===== src/rtl/arith_pkg.sv =====
package arith_pkg;
    localparam int XLEN  = 64;
    localparam int HALF  = 32;
    localparam int INS_W = 16;
    localparam int OP_W  = 5;

    typedef enum logic [OP_W-1:0] {
        OP_ADD      = 5'd0,
        OP_SUB      = 5'd1,
        OP_ADD32    = 5'd2,
        OP_SUB32    = 5'd3,
        OP_ADDSAT   = 5'd4,
        OP_SUBSAT   = 5'd5,
        OP_SHADD1   = 5'd6,
        OP_SHADD2   = 5'd7,
        OP_SHADD3   = 5'd8,
        OP_SHADD1W  = 5'd9,
        OP_SHADD2W  = 5'd10,
        OP_SHADD3W  = 5'd11,
        OP_ADDI     = 5'd12,
        OP_ADDI32   = 5'd13,
        OP_SHINS16  = 5'd14
    } op_t;

    typedef enum logic [0:0] {
        ST_EMPTY = 1'b0,
        ST_FULL  = 1'b1
    } vstate_t;

    function automatic logic [XLEN-1:0] sext_low(input logic [XLEN-1:0] v);
        return {{(XLEN-HALF){v[HALF-1]}}, v[HALF-1:0]};
    endfunction
endpackage


===== src/rtl/arith_shadd.sv =====
module arith_shadd #(
    parameter int DATA_W = arith_pkg::XLEN,
    parameter int SHIFT  = 1
) (
    input  logic [DATA_W-1:0] a,
    input  logic [DATA_W-1:0] b,
    output logic [DATA_W-1:0] full_sum,
    output logic [DATA_W-1:0] word_sum
);
    always_comb begin
        full_sum = (a << SHIFT) + b;
        word_sum = arith_pkg::sext_low(full_sum);
    end
endmodule


===== src/rtl/arith_sat32.sv =====
module arith_sat32 #(
    parameter int DATA_W = arith_pkg::XLEN,
    parameter int HALF_W = arith_pkg::HALF,
    parameter bit SUB    = 1'b0
) (
    input  logic [DATA_W-1:0] a,
    input  logic [DATA_W-1:0] b,
    output logic [DATA_W-1:0] res
);
    localparam logic signed [DATA_W-1:0] SMAX =
        {{(DATA_W-HALF_W+1){1'b0}}, {(HALF_W-1){1'b1}}};
    localparam logic signed [DATA_W-1:0] SMIN = ~SMAX;

    logic signed [DATA_W-1:0] ea, eb, raw;

    always_comb begin
        ea  = arith_pkg::sext_low(a);
        eb  = arith_pkg::sext_low(b);
        raw = SUB ? (ea - eb) : (ea + eb);
        if (raw > SMAX)
            res = SMAX;
        else if (raw < SMIN)
            res = SMIN;
        else
            res = raw;
    end

    always_comb begin
        assert_sat_range_R4: assert (res[DATA_W-1:HALF_W-1] ==
                                     {(DATA_W-HALF_W+1){res[HALF_W-1]}});
    end
endmodule


===== src/rtl/arith_core.sv =====
module arith_core #(
    parameter int DATA_W = arith_pkg::XLEN,
    parameter int OPW    = arith_pkg::OP_W,
    parameter int INSW   = arith_pkg::INS_W
) (
    input  logic [OPW-1:0]    op,
    input  logic [DATA_W-1:0] a,
    input  logic [DATA_W-1:0] b,
    input  logic [DATA_W-1:0] imm,
    output logic [DATA_W-1:0] res,
    output logic              unsup
);
    import arith_pkg::*;

    localparam int NSH = 3;

    logic [DATA_W-1:0] sh_full [1:NSH];
    logic [DATA_W-1:0] sh_word [1:NSH];
    logic [DATA_W-1:0] sat_add, sat_sub;
    logic [DATA_W-1:0] sum_ab, dif_ab, sum_ai;
    logic              is_word;

    for (genvar g = 1; g <= NSH; g++) begin : g_shadd
        arith_shadd #(.DATA_W(DATA_W), .SHIFT(g)) u_sh (
            .a(a), .b(b), .full_sum(sh_full[g]), .word_sum(sh_word[g])
        );
    end

    arith_sat32 #(.DATA_W(DATA_W), .SUB(1'b0)) u_sat_add (.a(a), .b(b), .res(sat_add));
    arith_sat32 #(.DATA_W(DATA_W), .SUB(1'b1)) u_sat_sub (.a(a), .b(b), .res(sat_sub));

    always_comb begin
        sum_ab  = a + b;
        dif_ab  = a - b;
        sum_ai  = a + imm;
        unsup   = 1'b0;
        is_word = 1'b0;
        res     = '0;
        case (op)
            OP_ADD:     res = sum_ab;
            OP_SUB:     res = dif_ab;
            OP_ADDI:    res = sum_ai;
            OP_ADD32:   begin res = sext_low(sum_ab); is_word = 1'b1; end
            OP_SUB32:   begin res = sext_low(dif_ab); is_word = 1'b1; end
            OP_ADDI32:  begin res = sext_low(sum_ai); is_word = 1'b1; end
            OP_ADDSAT:  res = sat_add;
            OP_SUBSAT:  res = sat_sub;
            OP_SHADD1:  res = sh_full[1];
            OP_SHADD2:  res = sh_full[2];
            OP_SHADD3:  res = sh_full[3];
            OP_SHADD1W: begin res = sh_word[1]; is_word = 1'b1; end
            OP_SHADD2W: begin res = sh_word[2]; is_word = 1'b1; end
            OP_SHADD3W: begin res = sh_word[3]; is_word = 1'b1; end
            OP_SHINS16: res = (a << INSW) | {{(DATA_W-INSW){1'b0}}, imm[INSW-1:0]};
            default:    unsup = 1'b1;
        endcase
    end

    always_comb begin
        if (is_word)
            assert_word_ext_R3: assert (res[DATA_W-1:DATA_W/2] == {(DATA_W/2){res[DATA_W/2-1]}});
    end
endmodule


===== src/rtl/arith_exec_unit.sv =====
module arith_exec_unit #(
    parameter int DATA_W = arith_pkg::XLEN,
    parameter int OPW    = arith_pkg::OP_W
) (
    input  logic              clk,
    input  logic              rst,
    input  logic              in_valid,
    input  logic [OPW-1:0]    in_op,
    input  logic [DATA_W-1:0] in_a,
    input  logic [DATA_W-1:0] in_b,
    input  logic [DATA_W-1:0] in_imm,
    output logic              out_valid,
    output logic [DATA_W-1:0] out_result,
    output logic              out_unsup
);
    import arith_pkg::*;

    vstate_t           state, nxt;
    logic [DATA_W-1:0] core_res;
    logic              core_unsup;

    arith_core #(.DATA_W(DATA_W), .OPW(OPW)) u_core (
        .op(in_op), .a(in_a), .b(in_b), .imm(in_imm),
        .res(core_res), .unsup(core_unsup)
    );

    always_comb begin
        nxt = state;
        unique case (state)
            ST_EMPTY: nxt = in_valid ? ST_FULL : ST_EMPTY;
            ST_FULL:  nxt = in_valid ? ST_FULL : ST_EMPTY;
        endcase
    end

    always_ff @(posedge clk) begin
        if (rst)
            state <= ST_EMPTY;
        else
            state <= nxt;
    end

    always_ff @(posedge clk) begin
        if (rst) begin
            out_result <= '0;
            out_unsup  <= 1'b0;
        end else if (in_valid) begin
            out_result <= core_res;
            out_unsup  <= core_unsup;
        end
    end

    assign out_valid = (state == ST_FULL);

    assert_valid_lat_R8: assert property (@(posedge clk) disable iff (rst)
        in_valid |=> out_valid);
    assert_idle_hold_R8: assert property (@(posedge clk) disable iff (rst)
        !in_valid |=> (!out_valid && $stable(out_result)));
    assert_unsup_zero_R9: assert property (@(posedge clk) disable iff (rst)
        (out_valid && out_unsup) |-> (out_result == '0));
endmodule


===== config.mk =====
export PLATFORM = sky130hd
export DESIGN_NAME = arith_exec_unit
export DESIGN_NICKNAME = d
export VERILOG_FILES = /design/src/rtl/arith_pkg.sv /design/src/rtl/arith_shadd.sv /design/src/rtl/arith_sat32.sv /design/src/rtl/arith_core.sv /design/src/rtl/arith_exec_unit.sv
export SDC_FILE = /design/constraint.sdc
export NUM_CORES = 1
export LEC_CHECK = 0
export BUFFER_PORTS_ARGS = -buffer_cell sky130_fd_sc_hd__buf_2
export CAP_MARGIN = 25
export CORE_ASPECT_RATIO = 1.75
export CORE_MARGIN = 5
export CORE_UTILIZATION = 26
export CTS_BUF_LIST = sky130_fd_sc_hd__clkbuf_16
export CTS_CLUSTER_SIZE = 28
export DETAILED_ROUTE_END_ITERATION = 10
export PLACE_DENSITY = 0.43
export SYNTH_ARGS = -nofsm -noshare
export SYNTH_HDL_FRONTEND = slang
export SYNTH_SLANG_ARGS = --single-unit

===== constraint.sdc =====
create_clock -name clk -period 5.8 [get_ports clk]
set_input_delay 1.45 -clock clk [delete_from_list [all_inputs] [get_ports clk]]
set_output_delay 1.45 -clock clk [all_outputs]
set_load 0.01 [all_outputs]

# After elaboration in Yosys (flattened, before gate mapping)
# Index checks and enable logic that the tools add are counted.
[op_classes]
addsub = 8
magnitude_cmp = 4
eq_ne = 14
n_mux = 7
n_bitwise = 1
n_reduce_logical = 2
[op_table]
columns = ["operator", "n"]
rows = [
  ["$pmux W64 S15", 1],
  ["$add A64 B64 Y64", 5],
  ["$mux W64", 4],
  ["$gt A64 B32 Y1 const B", 1],
  ["$lt A64 B32 Y1 const B", 1],
  ["$or A64 B16 Y64", 1],
  ["$sub A64 B64 Y64", 1],
  ["$eq A5 B4 Y1 const B", 7],
  ["$add A32 B32 Y33", 1],
  ["$gt A33 B32 Y1 const B", 1],
  ["$lt A33 B32 Y1 const B", 1],
  ["$sub A32 B32 Y33", 1],
  ["$eq A5 B3 Y1 const B", 4],
  ["$reduce_or A15 Y1", 1],
  ["$eq A5 B2 Y1 const B", 2],
  ["$eq A5 B1 Y1 const B", 1],
  ["$logic_not A5 Y1", 1],
  ["$mux W1", 2],
]
[word_totals]
ff_bits = 66
input_bits = 200
output_inout_bits = 66
elab_cells = 39

# Longest topological paths before layout
[logic_depth]
depth_word = 5
depth_mapped = 17
ltp_nobuf = 16

# Modules after synthesis
# From an unflattened synthesis, not the netlist that was laid out.
[unflattened]
hier_cells = 5148
area_unflattened_um2 = 35420.2
[modules_own_cells]
columns = ["module", "n_inst", "cells_each", "area_each_um2", "seq_area_each_um2"]
rows = [
  ["arith_core", 1, 2471, 16124.2, 0.0],
  ["arith_shadd at u_core.g_shadd[1].u_sh", 1, 627, 4209.0, 0.0],
  ["arith_shadd at u_core.g_shadd[2].u_sh", 1, 590, 4093.9, 0.0],
  ["arith_shadd at u_core.g_shadd[3].u_sh", 1, 574, 3971.3, 0.0],
  ["arith_sat32 at u_core.u_sat_sub", 1, 359, 2397.3, 0.0],
  ["arith_exec_unit", 1, 212, 2377.3, 1321.3],
  ["arith_sat32 at u_core.u_sat_add", 1, 315, 2247.2, 0.0],
]

# Least setup slack after synthesis
# OpenSTA, ideal clock, no wires.
[synth_timing]
kind = "input to register"
from = "input port in_a[0]"
to = "register out_result[62]"
setup_ns = 0.119
arrival_time_ns = 4.717
required_ns = 5.681
setup_slack_ns = 0.965
stages = 14
n_path_buf = 0
cell_sequence = "ha_1 -> fa_1 -> a21oi_1 -> o211ai_1 -> a2111oi_2 -> o21ai_2 -> a31oi_1 -> xnor2_1 -> a311oi_2 -> nand3_2 -> a2111oi_2 -> o2111ai_1 -> a211o_1 -> o221a_1"
[synth_between]
elab_chain_len = 5
elab_cells_between_ends = 17
[synth_lines]
columns = ["element", "line", "text"]
rows = [
  ["start: declaration", "arith_exec_unit.sv:9", "input logic [DATA_W-1:0] in_a,"],
  ["$sub A32 B32 Y33 / $add A32 B32 Y33 (equally long branches)", "-", ""],
  ["$lt A64 B32 Y1 / $lt A33 B32 Y1 (equally long branches)", "arith_sat32.sv:22", "else if (raw < SMIN)"],
  ["$mux W64", "arith_sat32.sv:22", ""],
  ["$mux W64", "arith_sat32.sv:20", "if (raw > SMAX)"],
  ["$pmux W64 S15 (*)", "arith_core.sv:39", "case (op)"],
  ["end signal: assignment", "arith_exec_unit.sv:47", "out_result <= core_res;"],
  ["end: declaration", "arith_exec_unit.sv:13", "output logic [DATA_W-1:0] out_result,"],
]
# Every way passes the cells marked *; elsewhere a longest branch is shown, timed or not.
# A chain may end at the register's enable or synchronous reset.

# Final worst setup path
[layout_timing]
from = "input port in_a[1]"
to = "register out_result[33]"
# Same word-level chain as after synthesis.

==> results by group <==
Logic synthesis
  • Area fraction of the dominant cell type after synthesis: 16.9%
  • Synthesized area per cell: approximately 6.6 um^2
  • EDFF count, synth: 0
  • Post-synthesis cell type with the largest combined area: sky130_fd_sc_hd__ha_1
  • Synthesized instance count: roughly 4100
  • Number of warnings reported in the yosys synthesis log: 0
  • Share of synthesized registers carrying an async set or reset: 0%
  • Number of storage elements in the synthesis netlist: 66
  • Top area cells in the synthesized netlist: sky130_fd_sc_hd__ha_1, sky130_fd_sc_hd__a21oi_1, sky130_fd_sc_hd__xnor2_1
  • Library cells used by synthesis: 94
  • Combined area of all synthesized cells: ~28000 um^2
  • Proportion of synthesized chip area in sequential cells: under 10%
  • Top flip-flop cell by instance count after synthesis: sky130_fd_sc_hd__dfxtp_1
  • Mapped Nets: 4724

Pwr
  • PD cells: 165 nW/um^2
  • Power, Total: 0.00541 W
  • Cell leakage power: around 14 nW
  • Worst IR drop on VDD: 151 uV

Timing
  • Worst-case headroom to the max-slew limit: approximately 28%
  • Number of hold-slack violations in the final timing report: 0
  • Fin worst setup slack: 0.179 ns
  • Maximum frequency from static timing analysis: approximately 180 MHz
  • Unrepaired setup endpoints after global routing: false
  • Final setup fails: 0
  • Slew of the pin with the lowest slew margin: 1.08 ns
  • Number of slew-limit violations in the final report: 0
  • Period utilization: 96.9%
  • Post-route clock skew: 0 ns
  • Crit path time final: between 5 and 6 ns

Finish
  • Layout cell share with drive strength beyond 1: between 10% and 20%
  • Fin cells: between 5000 and 6000
  • # nets final: around 5100
  • Commonest non-fill, non-tap cells in the layout: sky130_fd_sc_hd__a21oi_1, sky130_fd_sc_hd__nand2_1, sky130_fd_sc_hd__ha_1
  • Layout filler cell count: 11974
  • Area occupied by multi-input gates: about 25000 um^2
  • Most frequent standard cell in the layout excluding fill and tap cells: sky130_fd_sc_hd__a21oi_1
  • P&R area growth vs syn: 19.5%
  • Sequential Area: 1320 um^2

Placed design
  • Weighted congestion at the end of routability-driven global placement: just over 1
  • Post-DP HPWL: 168 mm
  • Worst Setup Slack post-DPL: -0.111 ns
  • Number of cells after detailed placement: 5910
  • Number of buffers inserted by port buffering: 265

Route
  • DR vias: 35994
  • Total Wirelength: about 200 mm
  • Initial DRC count: 3053
  • Detail-routed net length per standard cell: ~33 um
  • Routed vias/inst: 6.06
  • First-pass DRT Iterations: 10
  • DRC violations left: 0
  • Remaining antenna violation count: 0

Worst setup path
  • Type of origin of the critical path: primary input
  • Start point of the critical path: in_a[1]
  • Terminus of the critical flop-to-flop path: out_result[63]
  • RR Startpoint: out_result[63]
  • Slowest CP cell: sky130_fd_sc_hd__a222oi_1
  • Worst Path Max Fanout: 10
  • Crit path cell chain: buf_2 -> ha_1 -> a211oi_1 -> o21bai_1 -> o211ai_1 -> a21oi_1 -> a31oi_1 -> nor2_1 -> or2_2 -> xnor2_1 -> a222oi_1 -> o21ai_0 -> a2111oi_0 -> o21ai_0
  • Worst Path Arrival: 5.90 ns
  • Worst R2R Path Depth: 9
  • Critical path type: in2reg
  • FF-to-FF setup slack: 3.59 ns
  • Worst setup EP type: flop
  • Capturing element of the worst setup path: out_result[33]
  • Cell type with the highest occurrence count on the critical path: sky130_fd_sc_hd__o21ai_0
  • Critical path's largest stage delay: 0.61 ns
  • Worst EP required: 6.08 ns

Global route
  • Vias in the first global route: 36074
  • Overall overflow remaining after global route: 0
  • Met1 capacity usage during global routing: 28.7%
  • Met2 Usage GRT: a little under 60%
  • Antenna violations before repair: 25
  • Global routing's busiest layer: met2
  • First-pass GRT wire length: 266 mm
  • All-layer global routing usage: 32.9%
  • Met3 GRT Util: 4.68%
  • Pin count of the biggest net entering global routing: 64

Floorplan
  • Vertical die dimension: 440 um
  • Std-Cell Core Area: 106000 um^2
  • Ports: 266
  • Initial Util: 26.1%
  • Die Footprint: roughly 110000 um^2
  • Floorplan die width: roughly 260 um
  • Row count: about 160

Min path
  • Hold crit path type: reg2reg
  • Hold path start: out_result[5]

Clock tree
  • H-Tree Level Count: 3
  • Reg clk slew, reported paths: 0.09 ns
  • Root Buffer Master: sky130_fd_sc_hd__clkbuf_16
  • Count of hold buffers inserted by post-cts repair: 0
  • Insertion delay of the later-clocked pin in the worst-skew pair: ~0.38 ns
  • Number of buffers created by CTS: 9
  • Clock Sink Count: 66
  • CTS tree: yes
  • Maximum buffer depth of the clock tree: 2

Job
  • Max-Cap Viols: 0

Outcome
  • Result of the run: complete, no violations
-- worst min path at each step --
| stage | to | slack (ns) | cells past startpoint |
|---|---|---|---|
| after floorplan | out_result[37] | 0.47 | 2 |
| after global placement | out_result[32] | 0.44 | 2 |
| after detailed placement | out_result[32] | 0.45 | 2 |
| after CTS | out_result[18] | 0.47 | 2 |
| after global routing | out_result[5] | 0.49 | 2 |
| final | out_result[5] | 0.46 | 2 |
-- critical path: cells and delay by family --
family	cells	cell delay (ns)
compound gates	9	3.22
xor+xnor	1	0.18
fa+ha+maj	1	0.31
buf+inv	1	0.28
simple gates	2	0.44
-- metal layers --
layer	up-vias	share of wire, %
met4	24	16
met5	-	0.067
met3	789	4.9
met2	1647	48
li1	16451	-
met1	17083	31
-- cells in the mapped netlist, drive strengths merged (60+ instances only) --
master and count:
ha 372, nand2 428, dfxtp 66, nor3 106, a21o 118, clkbuf 201, o21bai 60, o21ai 312
a21oi 531, nand3 93, nor2 310, xor2 105, nand4 92, xnor2 203, inv 198
-- sequential cells by signal, summed over array words and instances, names as in the netlist --
name and flops:
out_unsup 1, out_valid 1, out_result 64
-- through the flow --
stage	hold WS, ns	setup TNS [ns]	cell area [um^2]	util [%]
floorplan	0.467	0	27500	-
global placement	0.439	-0.189	32500	30.8
detailed placement	0.448	-0.202	32500	30.8
CTS	0.467	0	32800	31.1
global route	0.486	0	32800	31.1
finish	0.463	0	32900	31.1
-- area by class of cell --
type                    count  share of cell area [%]
multi-input cells        3645                    74.8
clock inverters             7                   0.255
clock buffers               9                   0.685
well taps                1360                    5.18
repair buffers            641                    12.7
flip-flops and latches     66                    4.02
diodes                     14                   0.107
inverters                 200                    2.28
-- power breakdown --
group	switching (W)	internal, W	leakage [nW]
clock	0.000333	0.000343	0.149
combinational	0.00277	0.00147	13.5
sequential	0.0000236	0.000472	0.535
-- what timing repair did --
action                     CTS  global route
setup endpoints to repair    0             2
gates resized for setup      0             3
buffers inserted             0             0
-- cells by family after synthesis --
group	Yosys count	synth area share (%)
compound gates	1664	39.4
simple gates	1274	21.8
buf+inv	435	6.06
fa+ha+maj	378	17.4
xor+xnor	308	9.81
flops	66	4.80
mux	21	0.769
No activity file was read; power rests on OpenSTA's default activity.
